--- src/rtl/dac_upd_pkg.sv ---
package dac_upd_pkg;
  localparam int unsigned MODE_W = 2;

  typedef enum logic [MODE_W-1:0] {
    MODE_BIP  = 2'b00,
    MODE_UNI  = 2'b01,
    MODE_RSV0 = 2'b10,
    MODE_RSV1 = 2'b11
  } mode_e;

  // reserved encodings fall back to bipolar
  function automatic logic mode_is_uni(logic [MODE_W-1:0] m);
    return m == MODE_UNI;
  endfunction
endpackage

--- src/rtl/dac_sync_edge.sv ---
module dac_sync_edge (
  input  logic clk_i,
  input  logic rst_ni,
  input  logic async_ni,
  output logic low_o,
  output logic fall_o
);
  logic s1_q, s2_q, s3_q;

  always_ff @(posedge clk_i or negedge rst_ni) begin
    if (!rst_ni) begin
      s1_q <= 1'b1;
      s2_q <= 1'b1;
      s3_q <= 1'b1;
    end else begin
      s1_q <= async_ni;
      s2_q <= s1_q;
      s3_q <= s2_q;
    end
  end

  assign low_o  = ~s2_q;
  assign fall_o = s3_q & ~s2_q;

  assert_single_fall_R2: assert property (@(posedge clk_i) disable iff (!rst_ni)
    fall_o |=> !fall_o);
endmodule

--- src/rtl/dac_strobe_window.sv ---
module dac_strobe_window #(
  parameter int unsigned AW      = 2,
  parameter int unsigned WIN_CYC = 2
) (
  input  logic          clk_i,
  input  logic          rst_ni,
  input  logic          strb_i,
  input  logic [AW-1:0] addr_i,
  output logic          hold_o,
  output logic          due_o,
  output logic [AW-1:0] addr_o
);
  localparam int unsigned CW = $clog2(WIN_CYC + 1);

  logic [CW-1:0] win_q;
  logic [AW-1:0] addr_q;

  always_ff @(posedge clk_i or negedge rst_ni) begin
    if (!rst_ni) begin
      win_q  <= '0;
      addr_q <= '0;
    end else if (strb_i) begin
      win_q  <= CW'(WIN_CYC);
      addr_q <= addr_i;
    end else if (win_q != '0) begin
      win_q <= win_q - CW'(1);
    end
  end

  // snapshot freezes from the strobe cycle until the window closes
  assign hold_o = strb_i | (win_q != '0);
  assign due_o  = (win_q == CW'(1));
  assign addr_o = addr_q;

  assert_window_load_R3: assert property (@(posedge clk_i) disable iff (!rst_ni)
    strb_i |=> (win_q == CW'(WIN_CYC)) && (addr_o == $past(addr_i)));
  assert_window_count_R4: assert property (@(posedge clk_i) disable iff (!rst_ni)
    (!strb_i && win_q != '0) |=> (win_q == $past(win_q) - CW'(1)));
endmodule

--- src/rtl/dac_rank2_chan.sv ---
module dac_rank2_chan #(
  parameter int unsigned DW = 12
) (
  input  logic          clk_i,
  input  logic          rst_ni,
  input  logic          clr_i,
  input  logic          latch_i,
  input  logic          trans_i,
  input  logic [DW-1:0] snap_data_i,
  input  logic          snap_uni_i,
  input  logic [DW-1:0] new_data_i,
  input  logic          new_uni_i,
  output logic [DW-1:0] data_o,
  output logic          uni_o,
  output logic [DW-1:0] core_o,
  output logic          upd_o
);
  logic [DW-1:0] data_q, data_d;
  logic          uni_q, uni_d, upd_q;

  // priority: clear, then latch, then transparent
  always_comb begin
    data_d = data_q;
    uni_d  = uni_q;
    if (clr_i) begin
      data_d = '0;
    end else if (latch_i) begin
      data_d = snap_data_i;
      uni_d  = snap_uni_i;
    end else if (trans_i) begin
      data_d = new_data_i;
      uni_d  = new_uni_i;
    end
  end

  always_ff @(posedge clk_i or negedge rst_ni) begin
    if (!rst_ni) begin
      data_q <= '0;
      uni_q  <= 1'b0;
      upd_q  <= 1'b0;
    end else begin
      data_q <= data_d;
      uni_q  <= uni_d;
      upd_q  <= (data_d != data_q) || (uni_d != uni_q);
    end
  end

  assign data_o = data_q;
  assign uni_o  = uni_q;
  assign upd_o  = upd_q;
  assign core_o = uni_q ? data_q : {~data_q[DW-1], data_q[DW-2:0]};

  assert_clear_zero_R5: assert property (@(posedge clk_i) disable iff (!rst_ni)
    clr_i |=> (data_o == '0) && $stable(uni_o));
  assert_idle_stable_R6: assert property (@(posedge clk_i) disable iff (!rst_ni)
    (!clr_i && !latch_i && !trans_i) |=> $stable(data_o) && $stable(uni_o));
  assert_pulse_change_R9: assert property (@(posedge clk_i) disable iff (!rst_ni)
    upd_o |-> (data_o != $past(data_o)) || (uni_o != $past(uni_o)));
endmodule

--- src/rtl/dac_update_ctrl.sv ---
module dac_update_ctrl
  import dac_upd_pkg::*;
#(
  parameter int unsigned NCH     = 4,
  parameter int unsigned DW      = 12,
  parameter int unsigned WIN_CYC = 2
) (
  input  logic                   clk_i,
  input  logic                   rst_ni,
  input  logic                   load_ni,
  input  logic                   clr_ni,
  input  logic                   strb_i,
  input  logic [$clog2(NCH)-1:0] addr_i,
  input  logic [NCH*DW-1:0]      rank1_data_i,
  input  logic [NCH*MODE_W-1:0]  rank1_mode_i,
  output logic [NCH*DW-1:0]      chan_data_o,
  output logic [NCH-1:0]         chan_uni_o,
  output logic [NCH*DW-1:0]      core_code_o,
  output logic [NCH-1:0]         upd_o
);
  localparam int unsigned AW = $clog2(NCH);

  logic          load_low, load_fall, clr_low, clr_fall;
  logic          snap_hold, due;
  logic [AW-1:0] addr_q;
  logic [NCH-1:0] trans_vec;

  dac_sync_edge u_load_sync (
    .clk_i    (clk_i),
    .rst_ni   (rst_ni),
    .async_ni (load_ni),
    .low_o    (load_low),
    .fall_o   (load_fall)
  );

  dac_sync_edge u_clr_sync (
    .clk_i    (clk_i),
    .rst_ni   (rst_ni),
    .async_ni (clr_ni),
    .low_o    (clr_low),
    .fall_o   (clr_fall)
  );

  dac_strobe_window #(.AW(AW), .WIN_CYC(WIN_CYC)) u_win (
    .clk_i  (clk_i),
    .rst_ni (rst_ni),
    .strb_i (strb_i),
    .addr_i (addr_i),
    .hold_o (snap_hold),
    .due_o  (due),
    .addr_o (addr_q)
  );

  for (genvar ch = 0; ch < NCH; ch++) begin : g_chan
    logic [DW-1:0] r1_data, snap_data_q;
    logic          r1_uni, snap_uni_q;

    assign r1_data = rank1_data_i[ch*DW +: DW];
    assign r1_uni  = mode_is_uni(rank1_mode_i[ch*MODE_W +: MODE_W]);

    // pre-strobe copy used by latch-mode loads
    always_ff @(posedge clk_i or negedge rst_ni) begin
      if (!rst_ni) begin
        snap_data_q <= '0;
        snap_uni_q  <= 1'b0;
      end else if (!snap_hold) begin
        snap_data_q <= r1_data;
        snap_uni_q  <= r1_uni;
      end
    end

    assign trans_vec[ch] = load_low & due & (addr_q == AW'(ch));

    dac_rank2_chan #(.DW(DW)) u_chan (
      .clk_i       (clk_i),
      .rst_ni      (rst_ni),
      .clr_i       (clr_low),
      .latch_i     (load_fall),
      .trans_i     (trans_vec[ch]),
      .snap_data_i (snap_data_q),
      .snap_uni_i  (snap_uni_q),
      .new_data_i  (r1_data),
      .new_uni_i   (r1_uni),
      .data_o      (chan_data_o[ch*DW +: DW]),
      .uni_o       (chan_uni_o[ch]),
      .core_o      (core_code_o[ch*DW +: DW]),
      .upd_o       (upd_o[ch])
    );
  end

  assert_one_target_R4: assert property (@(posedge clk_i) disable iff (!rst_ni)
    $onehot0(trans_vec));
  assert_clear_on_entry_R5: assert property (@(posedge clk_i) disable iff (!rst_ni)
    clr_fall |=> (chan_data_o == '0));
endmodule

--- config.mk ---
export PLATFORM = sky130hd
export DESIGN_NAME = dac_update_ctrl
export DESIGN_NICKNAME = d
export VERILOG_FILES = /design/src/rtl/dac_upd_pkg.sv /design/src/rtl/dac_sync_edge.sv /design/src/rtl/dac_strobe_window.sv /design/src/rtl/dac_rank2_chan.sv /design/src/rtl/dac_update_ctrl.sv
export SDC_FILE = /design/constraint.sdc
export NUM_CORES = 1
export LEC_CHECK = 0
export ABC_AREA = 1
export CORE_ASPECT_RATIO = 1.4
export CORE_MARGIN = 5
export CORE_UTILIZATION = 50
export CTS_CLUSTER_SIZE = 25
export DETAILED_ROUTE_END_ITERATION = 7
export HOLD_SLACK_MARGIN = 0.02
export PLACE_DENSITY = 0.81
export SYNTH_ARGS = -nofsm -noshare
export SYNTH_HDL_FRONTEND = slang
export SYNTH_SLANG_ARGS = --single-unit
--- constraint.sdc ---
create_clock -name clk_i -period 2.25 [get_ports clk_i]
set_clock_uncertainty 0.2 [all_clocks]
set_input_delay 0.675 -clock clk_i [delete_from_list [all_inputs] [get_ports clk_i]]
set_output_delay 0.675 -clock clk_i [all_outputs]
set_load 0.005 [all_outputs]
==> results.sh <==
export IMPL_placed_cells=1280
export IMPL_setup_tns_ns=0
export IMPL_nNetsFinal=1235
export IMPL_grt_first_pass_wirelength_um=31500
export IMPL_cpPeakStageDelay_ns=0.53
export IMPL_grt_start_max_net_pins=46
export IMPL_rsz0062_at_grt="yes"
export IMPL_cts_sinks=117
export IMPL_port_buffers=166
export IMPL_drt_wirelength_per_cell_um=15.1
export IMPL_critPathKind="register to primary output"
export IMPL_p_per_area_mw_per_mm2=866
export IMPL_cp_end_kind="primary output"
export IMPL_post_route_min_period_ns=2.22
export IMPL_die_h_um=149
export IMPL_slew_violations=0
export IMPL_setup_violations=0
export IMPL_yosysWarnings=0
export IMPL_syn_inst=990
export IMPL_gp_congestion=0.840
export IMPL_clock_latency_ns=0.41
export IMPL_yosys_register_bits=117
export IMPL_max_slew_margin_rel_pct=76.5
export IMPL_p_sw_w=0.00264
export IMPL_crit_family="buffers and inverters"
export IMPL_drive_gt1_share_pct=13.4
export IMPL_cp_slowest_cell="clkdlybuf4s50_1"
export IMPL_die_area_mm2=0.0163
export IMPL_grt_pass1_vias=6812
export IMPL_maxCapViolCount=0
export IMPL_hold_viol_final=0
export IMPL_status="finished, final reports clean"
export IMPL_layout_common_cells="nand2_1, clkdlybuf4s50_1, inv_1"
export IMPL_clock_fmax_mhz=450
export IMPL_grt_overflow=0
export IMPL_start_util_pct=51.3
export IMPL_fp_dieW_um=109
export IMPL_n_fill_cell=1015
export IMPL_core_area_mm2=0.0135
export IMPL_via_per_inst=5.16
export IMPL_final_common_cell="nand2_1"
export IMPL_clk_pin_slew_ns=0.06
export IMPL_root_buffer="clkbuf_16"
export IMPL_finalCritPeriodShare_pct=98.8
export IMPL_p_int_w=0.00596
export IMPL_seqPwrFrac_pct=34.9
export IMPL_ant_nets=0
export IMPL_crit_arrival_ns=1.35
export IMPL_synth_nets=1055
export IMPL_worstMarginPinSlew_ns=0.352
export IMPL_area_growth_pct=43.9
export IMPL_synth_cell_area_mm2=0.00690
export IMPL_diodes=0
export IMPL_fp_row_count=50
export IMPL_crit_fanout=4
export IMPL_hold_class="register to register"
export IMPL_ys_types=24
export IMPL_required_ns=1.37
export IMPL_wl_um=20600
export IMPL_grt_usage_pct=24.3
export IMPL_instances_no_fill=1365
export IMPL_h_tree_depth=4
export IMPL_io_pins=167
export IMPL_cts_tree="yes"
export IMPL_combinationalPowerShare_pct=29.1
export IMPL_p_leak_nw=5.74
export IMPL_clockBufferDepth=2
export IMPL_place_hpwl_um=13100
export IMPL_num_vias=7047
export IMPL_ys_seq_area_share_pct=42.5
export IMPL_vdd_drop_max_mv=0.508
export IMPL_first_pass_iters=5
export IMPL_swShare_pct=30.7
export IMPL_crit_path_cell_trace="clkdlybuf4s50_1"
export IMPL_drt_iter0_drc=410
export IMPL_drc_errors=0
export IMPL_antenna_found_initial=0
export IMPL_pwr_share_clk_pct=36.0
export IMPL_cts_buffers=17
export IMPL_path_buf_inv=1
export IMPL_crit_path_start_kind="register"
export IMPL_avgSynthCellArea_um2=6.97
## power by group through the flow
| stage | sequential, W | clock, W | combinational, W |
|---|---|---|---|
| finish | 0.00300 | 0.00309 | 0.00250 |
| CTS | 0.00300 | 0.00312 | 0.00232 |
| detailed placement | 0.00304 | 0 | 0.00226 |
| global placement | 0.00301 | 0 | 0.00219 |
| floorplan | 0.00296 | 0 | 0.00137 |
| global route | 0.00307 | 0.00325 | 0.00278 |
## synth_stat cells
library cell  count  area share, %
clkbuf_1         18           0.98
nor2_1           40            2.2
inv_1           131            7.1
buf_4            57            6.2
buf_1             1          0.054
a21oi_1           1          0.072
buf_2            15            1.1
nand3b_1         43            4.7
dfstp_2           5            1.9
o21ai_0          61            4.4
or2_2             1          0.091
nor2_4            1           0.16
dfrtp_1         112             41
xnor2_1           4           0.51
inv_2             2           0.11
ha_1              2           0.36
nand3_1         100            7.3
nand2_1         382             21
nand2_2           1          0.091
nor3_1            1          0.072
nor2_2            2           0.18
nand4_1           3           0.27
o211ai_1          3           0.33
a22oi_1           4           0.44
## worst reg2reg max path, delay by kind of cell (launching register included)
family	cells	cell delay, ns
simple gates	10	0.90
buf+inv	4	0.45
flops	1	0.40
fa+ha+maj	1	0.14
## registers in the layout (all words and copies together) (netlist names)
register              count
g_chan.u_chan.data_o     48
g_chan.snap_data_q       48
u_win.addr_o              2
g_chan.snap_uni_q         4
u_load_sync.s2_q          1
u_load_sync.s1_q          1
u_load_sync.s3_q          1
g_chan.u_chan.uni_o       4
u_win.win_q               2
g_chan.u_chan.upd_o       4
u_clr_sync.s2_q           1
u_clr_sync.s1_q           1
## repair_timing
item | in CTS | in global routing
hold endpoints to repair | 20 | 0
cloned | 0 | 3
resized for setup | 16 | 65
setup buffers | 16 | 33
endpoints found under the setup margin | 26 | 74
pin swaps | 0 | 17
hold buffers | 1 | 0
## worst paths after layout
kind	start	end	slack [ns]	cells after the start
max	g_chan[3].u_chan.data_o[0]	chan_data_o[36]	0.03	1
min	u_clr_sync.s1_q	u_clr_sync.s2_q	0.15	0
max reg2reg	u_win.win_q[1]	g_chan[0].u_chan.upd_o	0.08	15
min reg2reg	u_clr_sync.s1_q	u_clr_sync.s2_q	0.15	0
max in group asynchronous	rst_ni	g_chan[2].u_chan.uni_o	0.76	3
min in group asynchronous	rst_ni	g_chan[0].u_chan.data_o[5]	0.52	2
## cell families after synthesis
family	synth area share (%)
flip-flops	42.5
AND/OR/NAND/NOR	35.8
buffers and inverters	15.6
AO/OA/AOI/OAI	5.26
adder cells (fa/ha/maj)	0.363
XOR/XNOR	0.508
## final cells by class
cell class | instances | area (um^2) | share of cell area [%]
Tap cell | 182 | 228 | 2.29
Clock buffer | 21 | 480 | 4.84
Timing Repair Buffer | 252 | 2580 | 26.0
Multi-Input combinational cell | 649 | 3000 | 30.2
Sequential cell | 117 | 2940 | 29.6
Clock inverter | 11 | 196 | 1.98
Inverter | 133 | 499 | 5.03
## metal layers
layer  part of all wire, %  GRT usage, %  wire [um]
met1                    37          27.9       7670
met2                    54          44.2      11100
met3                   6.5          4.16       1340
met4                   2.4          9.54        502
met5                     0             0          0
## metrics by stage
stage	total power (W)	util (%)	hold WS [ns]	setup slack, ns	cell area, um^2
finish	0.00859	73.8	0.155	0.0269	9930
detailed placement	0.00529	64.1	0.147	-0.0699	8620
global route	0.00910	73.8	0.159	-0.0766	9930
CTS	0.00844	70.1	0.157	0.00175	9430
global placement	0.00520	64.1	0.146	-0.0300	8620
floorplan	0.00433	-	0.145	0.322	6900
Power figures use the tool's default switching activity.
